===== src/rtl/cmd_guard_pkg.sv =====
package cmd_guard_pkg;

  typedef enum logic [2:0] {
    OP_NOP = 3'd0,
    OP_ACT = 3'd1,
    OP_RD  = 3'd2,
    OP_WR  = 3'd3,
    OP_PRE = 3'd4,
    OP_LMR = 3'd5
  } op_e;

  typedef enum logic [2:0] {
    RS_NONE     = 3'd0,
    RS_NO_ROW   = 3'd1,
    RS_RCD      = 3'd2,
    RS_RRD      = 3'd3,
    RS_BUSY     = 3'd4,
    RS_MRD      = 3'd5,
    RS_RSVD     = 3'd6,
    RS_ROW_OPEN = 3'd7
  } reason_e;

  // Convert a time limit to whole clocks, rounding up.
  function automatic int unsigned ps_to_cycles(int unsigned lim_ps, int unsigned clk_ps);
    return (lim_ps + clk_ps - 1) / clk_ps;
  endfunction

  // Value loaded into a down-counter so that it reaches zero after n cycles.
  function automatic int unsigned window_load(int unsigned n);
    return (n > 0) ? n - 1 : 0;
  endfunction

  function automatic logic op_is_cmd(logic [2:0] code);
    return (code >= 3'd1) && (code <= 3'd5);
  endfunction

endpackage


===== src/rtl/gd_countdown.sv =====
module gd_countdown #(
  parameter int CW = 4
) (
  input  logic          clk,
  input  logic          rst,
  input  logic          load,
  input  logic [CW-1:0] load_val,
  output logic          busy
);
  logic [CW-1:0] cnt;

  always_ff @(posedge clk) begin
    if (rst)             cnt <= '0;
    else if (load)       cnt <= load_val;
    else if (cnt != '0)  cnt <= cnt - 1'b1;
  end

  assign busy = (cnt != '0);
endmodule


===== src/rtl/gd_bank_table.sv =====
module gd_bank_table #(
  parameter int NB     = 4,
  parameter int BANK_W = 2
) (
  input  logic              clk,
  input  logic              rst,
  input  logic              open_set,
  input  logic              close_set,
  input  logic [BANK_W-1:0] sel,
  output logic [NB-1:0]     is_open
);
  for (genvar i = 0; i < NB; i++) begin : g_bank
    always_ff @(posedge clk) begin
      if (rst)
        is_open[i] <= 1'b0;
      else if (open_set && sel == BANK_W'(i))
        is_open[i] <= 1'b1;
      else if (close_set && sel == BANK_W'(i))
        is_open[i] <= 1'b0;
    end
  end
endmodule


===== src/rtl/gd_rules.sv =====
module gd_rules
  import cmd_guard_pkg::*;
#(
  parameter int NB     = 4,
  parameter int BANK_W = 2,
  parameter int BA_W   = 3,
  parameter int ADDR_W = 16,
  parameter int MODE_W = 13
) (
  input  logic              cmd_valid,
  input  logic [2:0]        cmd_op,
  input  logic [BA_W-1:0]   cmd_ba,
  input  logic [ADDR_W-1:0] cmd_addr,
  input  logic              burst_busy,
  input  logic [NB-1:0]     bank_open,
  input  logic [NB-1:0]     rcd_busy,
  input  logic              rrd_busy,
  input  logic              mrd_busy,
  output logic              ok,
  output reason_e           why
);
  logic [BANK_W-1:0] bank;
  logic              rsvd_bad;

  assign bank = cmd_ba[BANK_W-1:0];

  // Reserved-bit rule for mode loads; register 3 must be all zero.
  function automatic logic mode_reserved(logic [BA_W-1:0] ba, logic [ADDR_W-1:0] a);
    logic bad;
    bad = ba[BA_W-1] | (|a[ADDR_W-1:MODE_W]);
    if (ba[1:0] == 2'b11) bad = bad | (|a[MODE_W-1:0]);
    return bad;
  endfunction

  assign rsvd_bad = mode_reserved(cmd_ba, cmd_addr);

  always_comb begin
    ok  = 1'b1;
    why = RS_NONE;
    if (cmd_valid && op_is_cmd(cmd_op)) begin
      if (mrd_busy) begin
        ok = 1'b0; why = RS_MRD;
      end else begin
        case (op_e'(cmd_op))
          OP_ACT: begin
            if (bank_open[bank])  begin ok = 1'b0; why = RS_ROW_OPEN; end
            else if (rrd_busy)    begin ok = 1'b0; why = RS_RRD;      end
          end
          OP_RD, OP_WR: begin
            if (!bank_open[bank]) begin ok = 1'b0; why = RS_NO_ROW;   end
            else if (rcd_busy[bank]) begin ok = 1'b0; why = RS_RCD;   end
          end
          OP_LMR: begin
            if ((|bank_open) || burst_busy) begin ok = 1'b0; why = RS_BUSY; end
            else if (rsvd_bad)    begin ok = 1'b0; why = RS_RSVD;     end
          end
          default: ;
        endcase
      end
    end
  end
endmodule


===== src/rtl/cmd_seq_guard.sv =====
module cmd_seq_guard
  import cmd_guard_pkg::*;
#(
  parameter int NB       = 4,
  parameter int ADDR_W   = 16,
  parameter int MODE_W   = 13,
  parameter int CLK_PS   = 3750,
  parameter int TRCD_PS  = 20000,
  parameter int TRRD_PS  = 7500,
  parameter int TMRD_CK  = 2
) (
  input  logic                      clk,
  input  logic                      rst,
  input  logic                      cmd_valid,
  input  logic [2:0]                cmd_op,
  input  logic [$clog2(NB):0]       cmd_ba,
  input  logic [ADDR_W-1:0]         cmd_addr,
  input  logic                      burst_busy,
  output logic                      grant,
  output logic                      viol_flag,
  output logic [2:0]                viol_code
);
  localparam int BANK_W = $clog2(NB);
  localparam int BA_W   = BANK_W + 1;
  localparam int RCD_CK = ps_to_cycles(TRCD_PS, CLK_PS);
  localparam int RRD_CK = ps_to_cycles(TRRD_PS, CLK_PS);
  localparam int RCD_LD = window_load(RCD_CK);
  localparam int RRD_LD = window_load(RRD_CK);
  localparam int MRD_LD = window_load(TMRD_CK);
  localparam int MAX_LD = (RCD_LD > RRD_LD) ? ((RCD_LD > MRD_LD) ? RCD_LD : MRD_LD)
                                            : ((RRD_LD > MRD_LD) ? RRD_LD : MRD_LD);
  localparam int CW     = (MAX_LD < 2) ? 1 : $clog2(MAX_LD + 1);

  // Named internal events.
  logic [BANK_W-1:0] cmd_bank;
  logic [NB-1:0]     bank_open;
  logic [NB-1:0]     rcd_busy;
  logic              rrd_busy, mrd_busy;
  logic              ok;
  reason_e           why;
  logic              act_go, pre_go, lmr_go, stall_ev;

  assign cmd_bank = cmd_ba[BANK_W-1:0];

  gd_rules #(
    .NB(NB), .BANK_W(BANK_W), .BA_W(BA_W), .ADDR_W(ADDR_W), .MODE_W(MODE_W)
  ) u_rules (
    .cmd_valid (cmd_valid),
    .cmd_op    (cmd_op),
    .cmd_ba    (cmd_ba),
    .cmd_addr  (cmd_addr),
    .burst_busy(burst_busy),
    .bank_open (bank_open),
    .rcd_busy  (rcd_busy),
    .rrd_busy  (rrd_busy),
    .mrd_busy  (mrd_busy),
    .ok        (ok),
    .why       (why)
  );

  assign act_go   = cmd_valid && ok && (cmd_op == OP_ACT);
  assign pre_go   = cmd_valid && ok && (cmd_op == OP_PRE);
  assign lmr_go   = cmd_valid && ok && (cmd_op == OP_LMR);
  assign stall_ev = cmd_valid && !ok;

  gd_bank_table #(.NB(NB), .BANK_W(BANK_W)) u_banks (
    .clk      (clk),
    .rst      (rst),
    .open_set (act_go),
    .close_set(pre_go),
    .sel      (cmd_bank),
    .is_open  (bank_open)
  );

  for (genvar b = 0; b < NB; b++) begin : g_rcd
    gd_countdown #(.CW(CW)) u_rcd (
      .clk     (clk),
      .rst     (rst),
      .load    (act_go && cmd_bank == BANK_W'(b)),
      .load_val(CW'(RCD_LD)),
      .busy    (rcd_busy[b])
    );
  end

  gd_countdown #(.CW(CW)) u_rrd (
    .clk(clk), .rst(rst), .load(act_go), .load_val(CW'(RRD_LD)), .busy(rrd_busy)
  );

  gd_countdown #(.CW(CW)) u_mrd (
    .clk(clk), .rst(rst), .load(lmr_go), .load_val(CW'(MRD_LD)), .busy(mrd_busy)
  );

  always_ff @(posedge clk) begin
    if (rst) begin
      viol_flag <= 1'b0;
      viol_code <= RS_NONE;
    end else if (stall_ev && !viol_flag) begin
      viol_flag <= 1'b1;
      viol_code <= why;
    end
  end

  assign grant = !cmd_valid || ok;
endmodule


===== config.mk =====
export PLATFORM = sky130hd
export DESIGN_NAME = cmd_seq_guard
export DESIGN_NICKNAME = d
export VERILOG_FILES = /design/src/rtl/cmd_guard_pkg.sv /design/src/rtl/gd_countdown.sv /design/src/rtl/gd_bank_table.sv /design/src/rtl/gd_rules.sv /design/src/rtl/cmd_seq_guard.sv
export SDC_FILE = /design/constraint.sdc
export NUM_CORES = 1
export LEC_CHECK = 0
export ABC_CLOCK_PERIOD_IN_PS = 2150
export BUFFER_PORTS_ARGS = -buffer_cell sky130_fd_sc_hd__buf_2
export CAP_MARGIN = 5
export CORE_MARGIN = 10
export CORE_UTILIZATION = 40
export CTS_BUF_LIST = sky130_fd_sc_hd__clkbuf_8
export DETAILED_ROUTE_END_ITERATION = 12
export GPL_TIMING_DRIVEN = 1
export RECOVER_POWER = 25
export SLEW_MARGIN = 15
export SYNTH_ARGS = -nofsm -noshare
export SYNTH_HDL_FRONTEND = slang
export SYNTH_SLANG_ARGS = --single-unit

===== constraint.sdc =====
create_clock -name clk -period 2.15 [get_ports clk]
set_input_delay 0.1075 -clock clk [delete_from_list [all_inputs] [get_ports clk]]
set_output_delay 0.1075 -clock clk [all_outputs]
set_load 0.01 [all_outputs]

## Yosys cells after proc, flatten, opt, wreduce, memory -nomap -nowiden

Index checks and enable logic that the tools add are counted.

| word-level totals | value |
|---|---|
| register bits after elaboration | 26 |
| output and inout port bits | 5 |
| input bits | 26 |

| operators by class | value |
|---|---|
| add/sub/neg operators | 6 |
| bitwise logic cells | 2 |
| reductions and logical operators | 48 |
| equal/unequal tests | 8 |
| mux-type cells | 43 |
| $lt $le $gt $ge | 3 |

Operator list:

| operator | count |
|---|---|
| 3-bit 2-to-1 mux | 14 |
| 1-bit 2-to-1 mux | 23 |
| 2-bit nonzero test | 10 |
| 3-bit nonzero test | 6 |
| 3-bit by 1-bit subtractor with 3-bit output, second input constant | 6 |
| 1-bit logical AND | 16 |
| 2-bit OR reduction | 7 |
| 13-bit OR reduction | 1 |
| 3-bit case mux with 3 select lines | 1 |
| 3-bit by 2-bit equality test with 1-bit output, second input constant | 2 |
| 3-bit equality test, second input constant | 2 |
| 1-bit binary-select mux with 2-bit select | 2 |
| 2-bit equality test, second input constant | 2 |
| 2-bit 2-to-1 mux | 2 |
| 4-bit OR reduction | 1 |
| 3-bit by 1-bit equality test with 1-bit output, second input constant | 1 |
| 3-bit by 1-bit greater-or-equal comparator with 1-bit output, second input constant | 1 |
| 3-bit less-or-equal comparator, second input constant | 1 |
| 1-bit zero test | 3 |
| 2-bit by 3-bit less-than comparator with 1-bit output, second input constant | 1 |
| 1-bit case mux with 3 select lines | 1 |
| 3-bit OR reduction | 1 |
| 2-bit by 1-bit equality test with 1-bit output, second input constant | 1 |
| 2-bit zero test | 1 |
| other kinds (2) | 4 |

## Logic depth before layout (Yosys ltp)

| depth | value |
|---|---|
| word-level depth | 14 |
| depth in mapped cells | 8 |
| gate-level depth less buffers | 8 |

## Hierarchy

A second synthesis with hierarchy kept.

| unflattened totals | value |
|---|---|
| cells, all modules | 226 |
| area, all modules | 2039.5 um^2 |

By module, submodules not included:

| module | area an instance (um^2) | instances | cells each |
|---|---|---|---|
| gd_countdown | 202.7 | 6 | 21 |
| gd_rules | 357.8 | 1 | 51 |
| cmd_seq_guard | 276.5 | 1 | 32 |
| gd_bank_table | 188.9 | 1 | 17 |

## Worst setup path before layout

OpenSTA, ideal clock, no wires.

| timing | value |
|---|---|
| path kind | register -> register |
| start | reg g_rcd[3].u_rcd.cnt[0] |
| end | reg viol_flag |
| data arrival time | 2.351 ns |
| path buffers | 0 |
| path slack | -0.268 ns |
| cell stages (with the launch flop) | 9 |
| period minus slack after synthesis | 2.418 ns |
| setup time | 0.067 ns |
| cell sequence | dfxtp_1 inv_1 ha_1 ha_1 mux4_2 a211o_1 and4_4 or3_4 a21oi_2 |

| on the way | value |
|---|---|
| word-level cells in the longest chain between the ends | 11 |

RTL lines:

| what | line | text |
|---|---|---|
| start: declaration | gd_countdown.sv:10 | `logic [CW-1:0] cnt;` |
| start signal: assignment | gd_countdown.sv:14 | `else if (load) cnt <= load_val;` |
| start signal: assignment | gd_countdown.sv:15 | `else if (cnt != '0) cnt <= cnt - 1'b1;` |
| 3-bit nonzero test | gd_countdown.sv:18 | `assign busy = (cnt != '0);` |
| 1-bit binary-select mux with 2-bit select | gd_rules.sv:51 | `else if (rcd_busy[bank]) begin ok = 1'b0; why = RS_RCD; end` |
| 1-bit 2-to-1 mux (not written as such) | gd_rules.sv:51 |  |
| 1-bit 2-to-1 mux | gd_rules.sv:51 |  |
| 1-bit 2-to-1 mux | gd_rules.sv:50 | `if (!bank_open[bank]) begin ok = 1'b0; why = RS_NO_ROW; end` |
| 1-bit case mux with 3 select lines | gd_rules.sv:44 | `case (op_e'(cmd_op))` |
| 1-bit 2-to-1 mux | gd_rules.sv:41 | `if (mrd_busy) begin` |
| 1-bit 2-to-1 mux | gd_rules.sv:40 | `if (cmd_valid && op_is_cmd(cmd_op)) begin` |
| 1-bit zero test | cmd_seq_guard.sv:64 | `assign stall_ev = cmd_valid && !ok;` |
| 1-bit logical AND | cmd_seq_guard.sv:64 |  |
| 1-bit logical AND | cmd_seq_guard.sv:97 | `end else if (stall_ev && !viol_flag) begin` |
| end signal: assignment | cmd_seq_guard.sv:95 | `viol_flag <= 1'b0;` |
| end signal: assignment | cmd_seq_guard.sv:98 | `viol_flag <= 1'b1;` |
| end: declaration | cmd_seq_guard.sv:20 | `output logic viol_flag,` |

No other way between the ends. The select of a mux whose other input is x is not followed.
A chain may end at the register's enable or synchronous reset.

## Worst setup path after layout

| timing | value |
|---|---|
| start | reg g_rcd[3].u_rcd.cnt[0] |
| end | out grant |

| on the way | value |
|---|---|
| word-level cells in the longest chain between the ends | 9 |

RTL lines:

| what | line | text |
|---|---|---|
| 3-bit nonzero test | gd_countdown.sv:18 |  |
| 1-bit binary-select mux with 2-bit select | gd_rules.sv:51 |  |
| 1-bit 2-to-1 mux (not written as such) | gd_rules.sv:51 |  |
| 1-bit 2-to-1 mux | gd_rules.sv:51 |  |
| 1-bit 2-to-1 mux | gd_rules.sv:50 |  |
| 1-bit case mux with 3 select lines | gd_rules.sv:44 |  |
| 1-bit 2-to-1 mux | gd_rules.sv:41 |  |
| 1-bit 2-to-1 mux | gd_rules.sv:40 |  |
| 1-bit logical OR | cmd_seq_guard.sv:103 | `assign grant = !cmd_valid \|\| ok;` |
| end: declaration | cmd_seq_guard.sv:19 | `output logic grant,` |

No other way between the ends. The select of a mux whose other input is x is not followed.

==> out/qor.yml <==
outcome:
  status: "finished with violations"
  failed_checks: "negative setup slack"
floorplanning:
  ios: 31
  dieArea_um2: 6950
  start_util: 0.426
  die_width_um: 83.4
  die_height_um: 83.4
  rows: 22
  core-area_um2: 3770
finish:
  multi_input_area_um2: 1130
  seqCellArea_um2: 531
  finalNetCount: 282
  drive_above_1_share: 0.423
  stdcell_area_um2: 2230
  area_growth_pct: 38.8
  fillerInstances: 342
  num_antenna_cells: 0
setup_path:
  crit_arrival_ns: 2.43
  path_class: "register to output pin"
  required_ns: 2.04
  worstPathCellList: "inv_2, ha_4, ha_4, mux4_2, a211o_1, and4_4, or3_4, buf_6"
  path_buf_inv: 2
  reg2reg_slack_ns: -0.29
  cp_top_family: "simple AND/OR/NAND/NOR gates"
  cp_slowest_cell: "mux4_2"
  critPathMaxFanout: 2
  cp-end-kind: "output pin"
  path_common_cell: "ha_4"
  critPathLaunchType: "register"
  slowest_delay_ns: 0.48
placed_design:
  io_buffers: 30
  place_ws_ns: -0.134
  gp_congestion: 0.867
  dpl.hpwl_um: 3170
  dpl-instance-area_um2: 2040
yosys:
  synth_ff_type: "dfxtp_1"
  synth_edf_count: 0
  yosys.area.top_type: "dfxtp_1"
  ys_ff_latch: 26
  synth_cells: 185
  ys_seq_area_frac: 0.324
  yosys-top-cells-area: "dfxtp_1, ha_1, inv_1"
  synth.net_count: 227
  synth_top_area_frac: 0.324
  netlist_area_um2: 1610
  async_flop_share: 0
  yosys_warnings: 0
  yosys.cell_types.count: 45
  syn-mean-instance-area_um2: 8.68
global_routing:
  overflow: 0
  grt_usage: 0.120
  grt_pass1_wl_um: 7100
  grt_max_degree: 20
  grt_pass1_vias: 1548
  grt_antenna_before_repair: 0
sta:
  setup_ws_ns: -0.383
  worst_slew_margin_rel: 0.691
  slew_viol_final: 0
  finalSetupViolations: 18
  period_needed_ns: 2.53
  rsz0062_at_grt: "true"
  max_slew.worst_pin.slew_ns: 0.463
  finalCritPeriodShare: 1.18
  fin_worst_skew_ns: 0.000871
  finalHoldViolCount: 0
  fmax_mhz: 395
detailed_routing:
  drc: 0
  first_pass_iters: 4
  first_iter_violations: 75
  num_vias: 1497
  wl_um: 4190
  viasPerCell: 5.22
  postRouteAntennaNets: 0
  wl_per_cell_um: 14.6
clocking:
  cts_buffers: 3
  cts_max_level: 1
  cts.sinks: 26
  cts_root_buf: "clkbuf_8"
  clock_latency_ns: 0.28
  hold_buffers: 0
  clockBufferDepth: 2
  tritoncts: "done"
  clk_transition_reported_paths_ns: 0.09
pwr:
  peakVddDrop_mv: 0.744
  power_per_cell_area_nw_per_um2: 1090
  p_leak_uw: 0.000975
flow_run:
  cap_viol_max_count: 0
worst_hold_path:
  hold_path_class: "primary input to register"
## path summary, 6_finish.rpt
path,cells after the start,to,start
worst min register to register,2,viol_code[2],viol_code[2]
worst max-delay path,8,grant,g_rcd[3].u_rcd.cnt[0]
worst max register to register,10,viol_flag,g_rcd[3].u_rcd.cnt[0]
worst min-delay path,3,u_rrd.cnt[0],rst
## per-stage QoR
stage,utilization,hold slack (ns),TNS (ns),cells,total power [uW]
global route,0.591,0.290,-3.89,287,2640
detailed placement,0.540,0.458,-0.613,276,1940
floorplan,-,0.326,-0.143,185,1590
finish,0.591,0.271,-1.84,287,2430
global placement,0.540,0.476,-0.217,276,1870
CTS,0.573,0.251,-2.22,283,2340
## synthesized netlist by cell type (2+ instances only)
| library cell | n |
|---|---|
| a2111oi_0 | 2 |
| nand4_1 | 5 |
| inv_1 | 25 |
| dfxtp_1 | 26 |
| nor2_1 | 9 |
| or4_4 | 2 |
| and3_1 | 5 |
| ha_1 | 16 |
| xor2_1 | 4 |
| buf_2 | 2 |
| xnor2_1 | 2 |
| nand2b_1 | 2 |
| nand3_1 | 5 |
| and4_1 | 2 |
| nand2_1 | 10 |
| o21ai_0 | 11 |
| nor4_1 | 3 |
| mux2i_1 | 5 |
| a21oi_1 | 16 |
| o31ai_1 | 2 |
| clkbuf_1 | 3 |
| mux4_2 | 2 |
| nor3_1 | 4 |
## layout by cell type, fill, tap and decap left out, types with 3 or more instances in the layout
master     n
buf_2     28
buf_4     23
dfxtp_1   18
inv_1     17
a21oi_1   14
o21ai_0   11
nand2_1   10
nor2_1     9
inv_2      8
ha_1       8
ha_4       8
dfxtp_2    8
mux2i_1    5
nand4_1    5
nand3_1    4
and3_1     4
xor2_1     4
clkbuf_8   4
buf_6      4
nor4_1     3
a21oi_2    3
## cells by family after synthesis
| logic type | synth area share |
|---|---|
| AO/OA/AOI/OAI | 0.167 |
| AND/OR/NAND/NOR | 0.214 |
| XOR/XNOR | 0.0327 |
| adder cells (fa/ha/maj) | 0.125 |
| multiplexers | 0.0592 |
| flip-flops | 0.324 |
| buffers and inverters | 0.0787 |
## layout make-up
cell class / count / area share
clock buffer: 4 / 0.0247
inverter: 25 / 0.0421
multi-input combinational: 128 / 0.506
sequential: 26 / 0.238
tap: 48 / 0.0269
timing repair buffer: 56 / 0.162
## state kept, by name, summed over array words and instances, names as in the netlist
register / flops
viol_code: 3
viol_flag: 1
u_rrd.cnt: 3
u_mrd.cnt: 3
g_rcd.u_rcd.cnt: 12
u_banks.is_open: 4
## per-layer routing
| metal | routed length, um | track usage |
|---|---|---|
| met3 | 87 | 0.0234 |
| met1 | 1760 | 0.133 |
| met2 | 2270 | 0.220 |
| met4 | 71 | 0.0369 |
| met5 | 0 | 0 |
## worst reg2reg max path, cell delays in order, from the launching register on
cell	delay [ns]
dfxtp_2	0.34
inv_2	0.04
ha_4	0.16
ha_4	0.15
mux4_2	0.48
a211o_1	0.28
and4_4	0.19
or3_4	0.37
buf_4	0.14
buf_4	0.13
a21oi_2	0.09
## power breakdown
part,internal (uW),switching (uW)
Sequential,623,69.6
Combinational,735,674
Clock,164,163
## repair_timing
item                       4_1_cts  5_1_grt
setup buffers                    3        5
pin swaps                        9        3
setup endpoints to repair       15       26
resized for setup                9        9
No activity file was read; power rests on OpenSTA's default activity.
